**src/rtl/spi_cf_pkg.sv**
```systemverilog
package spi_cf_pkg;

  // Synchronised serial pins
  typedef struct packed {
    logic cs_n;
    logic sck;
    logic sdi;
  } spi_pins_t;

  // Single-cycle events derived from the synchronised pins
  typedef struct packed {
    logic active;    // chip select asserted
    logic cs_fall;   // frame start
    logic cs_rise;   // frame end
    logic sck_rise;  // launch edge
    logic sck_fall;  // capture edge
  } spi_evt_t;

  localparam spi_pins_t PINS_IDLE = '{cs_n: 1'b1, sck: 1'b0, sdi: 1'b0};

endpackage

```
**src/rtl/spi_cf_sync.sv**
```systemverilog
module spi_cf_sync #(
  parameter int unsigned           WIDTH   = 3,
  parameter int unsigned           STAGES  = 2,
  parameter logic [WIDTH-1:0]      RST_VAL = '0
) (
  input  logic             clk,
  input  logic             rst_n,
  input  logic [WIDTH-1:0] d_i,
  output logic [WIDTH-1:0] q_o
);

  for (genvar b = 0; b < WIDTH; b++) begin : g_bit
    logic [STAGES-1:0] chain_q;
    logic [STAGES-1:0] chain_d;

    always_comb begin
      chain_d = {chain_q[STAGES-2:0], d_i[b]};
    end

    always_ff @(posedge clk or negedge rst_n) begin
      if (!rst_n) chain_q <= {STAGES{RST_VAL[b]}};
      else        chain_q <= chain_d;
    end

    assign q_o[b] = chain_q[STAGES-1];
  end

endmodule

```
**src/rtl/spi_cf_edge.sv**
```systemverilog
module spi_cf_edge
  import spi_cf_pkg::*;
(
  input  logic      clk,
  input  logic      rst_n,
  input  spi_pins_t pins_i,
  output spi_evt_t  evt_o,
  output logic      sdi_o
);

  spi_pins_t prev_q;

  always_ff @(posedge clk or negedge rst_n) begin
    if (!rst_n) prev_q <= PINS_IDLE;
    else        prev_q <= pins_i;
  end

  always_comb begin
    evt_o.active   = !pins_i.cs_n;
    evt_o.cs_fall  = prev_q.cs_n & !pins_i.cs_n;
    evt_o.cs_rise  = !prev_q.cs_n & pins_i.cs_n;
    evt_o.sck_rise = !pins_i.cs_n & !prev_q.sck & pins_i.sck;
    evt_o.sck_fall = !pins_i.cs_n & prev_q.sck & !pins_i.sck;
  end

  assign sdi_o = pins_i.sdi;

endmodule

```
**src/rtl/spi_cf_shifter.sv**
```systemverilog
module spi_cf_shifter
  import spi_cf_pkg::*;
#(
  parameter int unsigned NUM_CH     = 6,
  parameter int unsigned SHORT_BITS = 8,
  parameter int unsigned LONG_BITS  = 16,
  parameter int unsigned CNT_W      = 5
) (
  input  logic                 clk,
  input  logic                 rst_n,
  input  spi_evt_t             evt_i,
  input  logic                 sdi_i,
  input  logic                 frame_long_i,
  input  logic [NUM_CH-1:0]    fault_i,
  output logic                 sdo_o,
  output logic [LONG_BITS-1:0] rx_word_o,
  output logic [CNT_W-1:0]     bit_cnt_o,
  output logic                 len_long_o
);

  localparam int unsigned        PAD_SHIFT = LONG_BITS - SHORT_BITS;
  localparam logic [CNT_W-1:0]   CNT_MAX   = CNT_W'(LONG_BITS + 1);

  logic [LONG_BITS-1:0] tx_q, tx_d;
  logic [LONG_BITS-1:0] rx_q, rx_d;
  logic [CNT_W-1:0]     cnt_q, cnt_d;
  logic                 sdo_q, sdo_d;
  logic                 long_q, long_d;
  logic [LONG_BITS-1:0] flt_word;

  assign flt_word = LONG_BITS'(fault_i);

  always_comb begin
    tx_d   = tx_q;
    rx_d   = rx_q;
    cnt_d  = cnt_q;
    sdo_d  = sdo_q;
    long_d = long_q;
    if (evt_i.cs_fall) begin
      long_d = frame_long_i;
      tx_d   = frame_long_i ? flt_word : (flt_word << PAD_SHIFT);
      sdo_d  = 1'b0;
      cnt_d  = '0;
    end else if (evt_i.active) begin
      if (evt_i.sck_rise) begin
        sdo_d = tx_q[LONG_BITS-1];
        tx_d  = {tx_q[LONG_BITS-2:0], 1'b0};
      end
      if (evt_i.sck_fall) begin
        rx_d = {rx_q[LONG_BITS-2:0], sdi_i};
        if (cnt_q != CNT_MAX) cnt_d = cnt_q + 1'b1;
      end
    end
  end

  always_ff @(posedge clk or negedge rst_n) begin
    if (!rst_n) begin
      tx_q   <= '0;
      rx_q   <= '0;
      cnt_q  <= '0;
      sdo_q  <= 1'b0;
      long_q <= 1'b0;
    end else begin
      tx_q   <= tx_d;
      rx_q   <= rx_d;
      cnt_q  <= cnt_d;
      sdo_q  <= sdo_d;
      long_q <= long_d;
    end
  end

  assign sdo_o      = sdo_q;
  assign rx_word_o  = rx_q;
  assign bit_cnt_o  = cnt_q;
  assign len_long_o = long_q;

  // the frozen report moves only on a frame start or a launch edge
  a_r3_tx_hold: assert property (@(posedge clk) disable iff (!rst_n)
    !evt_i.cs_fall && !evt_i.sck_rise |=> $stable(tx_q));

  // received data moves only on a capture edge inside a frame
  a_r5_rx_hold: assert property (@(posedge clk) disable iff (!rst_n)
    !(evt_i.active && evt_i.sck_fall && !evt_i.cs_fall) |=> $stable(rx_q));

  // the edge counter never wraps back into a valid length
  a_r7_cnt_bound: assert property (@(posedge clk) disable iff (!rst_n)
    cnt_q <= CNT_MAX);

  // latched length is frozen for the whole frame
  a_r8_len_hold: assert property (@(posedge clk) disable iff (!rst_n)
    !evt_i.cs_fall |=> $stable(long_q));

endmodule

```
**src/rtl/spi_cf_cmd.sv**
```systemverilog
module spi_cf_cmd #(
  parameter int unsigned NUM_CH     = 6,
  parameter int unsigned SHORT_BITS = 8,
  parameter int unsigned LONG_BITS  = 16,
  parameter int unsigned CNT_W      = 5
) (
  input  logic                 clk,
  input  logic                 rst_n,
  input  logic                 cs_rise_i,
  input  logic [CNT_W-1:0]     bit_cnt_i,
  input  logic                 len_long_i,
  input  logic [LONG_BITS-1:0] rx_word_i,
  output logic [NUM_CH-1:0]    cmd_o
);

  localparam logic [CNT_W-1:0] SHORT_CNT = CNT_W'(SHORT_BITS);
  localparam logic [CNT_W-1:0] LONG_CNT  = CNT_W'(LONG_BITS);

  logic [NUM_CH-1:0] cmd_q, cmd_d;
  logic              len_ok;
  logic              commit_en;

  assign len_ok    = bit_cnt_i == (len_long_i ? LONG_CNT : SHORT_CNT);
  assign commit_en = cs_rise_i & len_ok;

  always_comb begin
    cmd_d = cmd_q;
    if (commit_en) cmd_d = rx_word_i[NUM_CH-1:0];
  end

  always_ff @(posedge clk or negedge rst_n) begin
    if (!rst_n) cmd_q <= '0;
    else        cmd_q <= cmd_d;
  end

  assign cmd_o = cmd_q;

  // command output moves only at a frame end
  a_r6_cmd_hold: assert property (@(posedge clk) disable iff (!rst_n)
    !cs_rise_i |=> $stable(cmd_q));

  // a frame end with a bad edge count leaves the command alone
  a_r7_bad_len_drop: assert property (@(posedge clk) disable iff (!rst_n)
    cs_rise_i && (bit_cnt_i != SHORT_CNT) && (bit_cnt_i != LONG_CNT) |=> $stable(cmd_q));

endmodule

```
**src/rtl/spi_cf_top.sv**
```systemverilog
module spi_cf_top
  import spi_cf_pkg::*;
#(
  parameter int unsigned NUM_CH      = 6,
  parameter int unsigned SHORT_BITS  = 8,
  parameter int unsigned LONG_BITS   = 16,
  parameter int unsigned SYNC_STAGES = 2
) (
  input  logic              clk,
  input  logic              rst_n,
  input  logic              frame_long,
  input  logic              cs_n,
  input  logic              sck,
  input  logic              sdi,
  output logic              sdo,
  output logic              sdo_oe,
  input  logic [NUM_CH-1:0] fault_in,
  output logic [NUM_CH-1:0] cmd_out
);

  localparam int unsigned CNT_W = $clog2(LONG_BITS + 2);

  logic [1:0]           rst_pipe_q;
  logic                 rst_sync_n;
  spi_pins_t            pins_raw, pins_sync;
  spi_evt_t             evt;
  logic                 sdi_s;
  logic                 sdo_q;
  logic [LONG_BITS-1:0] rx_word;
  logic [CNT_W-1:0]     bit_cnt;
  logic                 len_long;

  // reset: asynchronous assert, synchronous release
  always_ff @(posedge clk or negedge rst_n) begin
    if (!rst_n) rst_pipe_q <= 2'b00;
    else        rst_pipe_q <= {rst_pipe_q[0], 1'b1};
  end
  assign rst_sync_n = rst_pipe_q[1];

  assign pins_raw = '{cs_n: cs_n, sck: sck, sdi: sdi};

  spi_cf_sync #(
    .WIDTH  (3),
    .STAGES (SYNC_STAGES),
    .RST_VAL(PINS_IDLE)
  ) u_sync (
    .clk  (clk),
    .rst_n(rst_sync_n),
    .d_i  (pins_raw),
    .q_o  (pins_sync)
  );

  spi_cf_edge u_edge (
    .clk   (clk),
    .rst_n (rst_sync_n),
    .pins_i(pins_sync),
    .evt_o (evt),
    .sdi_o (sdi_s)
  );

  spi_cf_shifter #(
    .NUM_CH    (NUM_CH),
    .SHORT_BITS(SHORT_BITS),
    .LONG_BITS (LONG_BITS),
    .CNT_W     (CNT_W)
  ) u_shift (
    .clk         (clk),
    .rst_n       (rst_sync_n),
    .evt_i       (evt),
    .sdi_i       (sdi_s),
    .frame_long_i(frame_long),
    .fault_i     (fault_in),
    .sdo_o       (sdo_q),
    .rx_word_o   (rx_word),
    .bit_cnt_o   (bit_cnt),
    .len_long_o  (len_long)
  );

  spi_cf_cmd #(
    .NUM_CH    (NUM_CH),
    .SHORT_BITS(SHORT_BITS),
    .LONG_BITS (LONG_BITS),
    .CNT_W     (CNT_W)
  ) u_cmd (
    .clk       (clk),
    .rst_n     (rst_sync_n),
    .cs_rise_i (evt.cs_rise),
    .bit_cnt_i (bit_cnt),
    .len_long_i(len_long),
    .rx_word_i (rx_word),
    .cmd_o     (cmd_out)
  );

  assign sdo_oe = evt.active;
  assign sdo    = evt.active & sdo_q;

  // the pad is never enabled on the cycle a frame has just closed
  a_r2_oe_off_after_end: assert property (@(posedge clk) disable iff (!rst_sync_n)
    evt.cs_rise |-> !sdo_oe);

endmodule

```
**config.mk**
```make
export PLATFORM = sky130hd
export DESIGN_NAME = spi_cf_top
export DESIGN_NICKNAME = d
export VERILOG_FILES = /design/src/rtl/spi_cf_pkg.sv /design/src/rtl/spi_cf_sync.sv /design/src/rtl/spi_cf_edge.sv /design/src/rtl/spi_cf_shifter.sv /design/src/rtl/spi_cf_cmd.sv /design/src/rtl/spi_cf_top.sv
export SDC_FILE = /design/constraint.sdc
export NUM_CORES = 1
export LEC_CHECK = 0
export ABC_AREA = 0
export BUFFER_PORTS_ARGS = -buffer_cell sky130_fd_sc_hd__buf_2
export CORE_ASPECT_RATIO = 0.6
export CORE_MARGIN = 10
export CORE_UTILIZATION = 55
export CTS_BUF_LIST = sky130_fd_sc_hd__clkbuf_16
export CTS_CLUSTER_DIAMETER = 80
export DETAILED_ROUTE_END_ITERATION = 16
export PLACE_DENSITY = 0.8
export SLEW_MARGIN = 0
export SYNTH_ARGS = -nofsm -noshare
export SYNTH_HDL_FRONTEND = slang
export SYNTH_HIERARCHICAL = 1
export SYNTH_SLANG_ARGS = --single-unit
```
**constraint.sdc**
```tcl
create_clock -name clk -period 4.1 [get_ports clk]
set_clock_uncertainty 0.15 [all_clocks]
set_input_delay 0.615 -clock clk [delete_from_list [all_inputs] [get_ports clk]]
set_output_delay 0.615 -clock clk [all_outputs]
set_load 0.01 [all_outputs]
```
==> impl_metrics.toml <==
[worst_setup_path]
cp.required_ps = 4100
crit_path_end_kind = "register"
worstPathMaxFanout = 8
worst-setup-path-type = "reg -> reg"
cp_cell_sequence = "and2b_1, nor4b_4, o21ai_2, a221o_1"
crit_start = "u_sync/g_bit[2].chain_q[1]"
critPathArrivalTime_ps = 2160
rr_startpoint = "u_sync/g_bit[2].chain_q[1]"
start_kind = "register"
critPathSlowestCell = "dfstp_2"
cpPeakStageDelay_ps = 580

[floorplan]
dieArea_mm2 = 0.006679
rows = 17
ios = 20
core_region_area_mm2 = 0.003637
die_width_um = 99.05
die_y_um = 67.43
start_util_pct = 56.69

[global_routing]
grt_pass1_wl_um = 6755
grt_pass1_vias = 1390
overflow = 0
grt_antenna_before_repair = 0
grt_max_degree = 44
grt_use_total_pct = 12.63

[place]
dp_hpwl_um = 2759
routabilityCongestion = 0.7791
placed_cells = 230
numPortBuffers = 19
post-place-ws_ps = 2017

[timing]
min_period_ps = 2158
finalCritPeriodShare_pct = 52.63
drv_slew = 0
relSlewSlack_pct = 46.77
finalSetupViolations = 0
worst_slew_pin_slew_ps = 798.5
hold_viol_final = 0
rsz0062_at_grt = "false"
setup_tns_ps = 0
fmax_ghz = 0.4635
finalWorstSetupSlack_ps = 1942

[final_layout]
post_route_cells_drive_above_1_share_pct = 25.52
regArea_mm2 = 0.001130
nets = 205
multi_input_area_um2 = 822.0
antennaDiodeCount = 0
utilization_pct = 62.71
final_cells = 239
nFillCells = 269
area_growth_pct = 10.62

[hold_path]
hp-class = "reg -> async"

[power_and_ir_drop]
max-vdd-ir-drop_uv = 270.9
p_leak_nw = 1.068
total_power_mw = 0.9588
powerDensity_mw_per_mm2 = 420.3

[cts]
cts_tree = "done"
cts_root_buffer = "clkbuf_16"
cts_made_buffers = 5
path_clk_slew_ps = 60
post_cts_buffers = 0
htree_levels = 2
clockBufferDepth = 2
clk_latency_ps = 280
cts_num_sinks = 45

[job]
max_cap_violations = 0

[route]
drt-pass1-iter-count = 4
postRouteAntennaNets = 0
via_per_inst = 5.695
vias = 1361
wire_per_inst_um = 16.34
drcViolationCount = 0
wirelength_um = 3906
drtIter0Drc = 159

[synthesis]
netlist_area_mm2 = 0.002062
syn_avg_cell_area_um2 = 11.78
synth_warnings = 6
syn_nets = 189
synthCells = 175

[status]
status = "completed"
==> per-stage QoR <==
stage	hold WS, ps	cell area, um^2
floorplan	169.4	2062
finish	147.2	2281
detailed placement	174.9	2133
CTS	179.1	2281
global placement	175.2	2133
global route	209.5	2281
==> timing repair <==
item | in CTS | in global routing
hold buffers | 1 | 0
resized for setup | 0 | 0
hold endpoints to repair | 2 | 0
==> worst max-delay path, delay by kind of cell (launching register included) <==
| family | cells | cell delay, ps |
|---|---|---|
| compound gates | 2 | 630 |
| simple gates | 2 | 670 |
| flops | 1 | 580 |
==> per-layer routing <==
layer  track usage (%)  share of wire (%)
met4             6.940                1.2
met3             3.768                4.0
met2             17.96                 44
met1             16.96                 50
met5                 0                  0
==> path summary, 6_finish.rpt <==
kind / end / slack (ps) / cells after the start
max: u_cmd/cmd_o[0] / 1940 / 4
min: u_sync/g_bit[1].chain_q[0] / 150 / 1
max reg2reg: u_cmd/cmd_o[0] / 1940 / 4
min reg2reg: u_sync/g_bit[1].chain_q[0] / 150 / 1
max in group asynchronous: rst_pipe_q[0] / 3210 / 2
min in group clk: u_sync/g_bit[2].chain_q[1] / 210 / 0
==> flip-flops by register name, indices dropped and copies added (netlist names) <==
register / count
rst_pipe_q: 2
u_cmd/cmd_o: 6
u_edge/prev_q: 2
u_shift/bit_cnt_o: 5
u_shift/len_long_o: 1
u_shift/rx_word_o: 6
u_shift/sdo_o: 1
u_shift/tx_q: 16
u_sync/g_bit.chain_q: 6
==> cells in the final DEF, fill, tap and decap left out, types with 2 or more instances in the layout <==
cell and instances:
nor3b_1 3, clkinv_2 2, and2_1 4, mux2_2 7
ha_1 2, o211ai_1 2, nand2_1 23, dfstp_2 3
nor2b_1 11, a21oi_1 6, dfrtp_1 42, buf_2 19
mux2i_1 11, a221o_1 6, o21ai_1 4, a32o_1 2
buf_4 2, nor2_1 3, clkbuf_16 5, nand3_1 3
inv_1 4, o21ai_0 7, a32o_2 6
==> where the power goes <==
part	leakage (nW)	switching [mW]	internal, mW
clock network	0.0762	0.144	0.220
logic	0.407	0.0426	0.0402
registers	0.584	0.0303	0.482
==> final cells by class <==
class                           count  area share (%)
Tap cell                           47           2.578
Timing Repair Buffer               22           5.266
Inverter                            3          0.5485
Sequential cell                    45           49.53
Clock buffer                        5           5.485
Clock inverter                      3          0.5485
Multi-Input combinational cell    114           36.04
No activity file was read; power rests on OpenSTA's default activity.
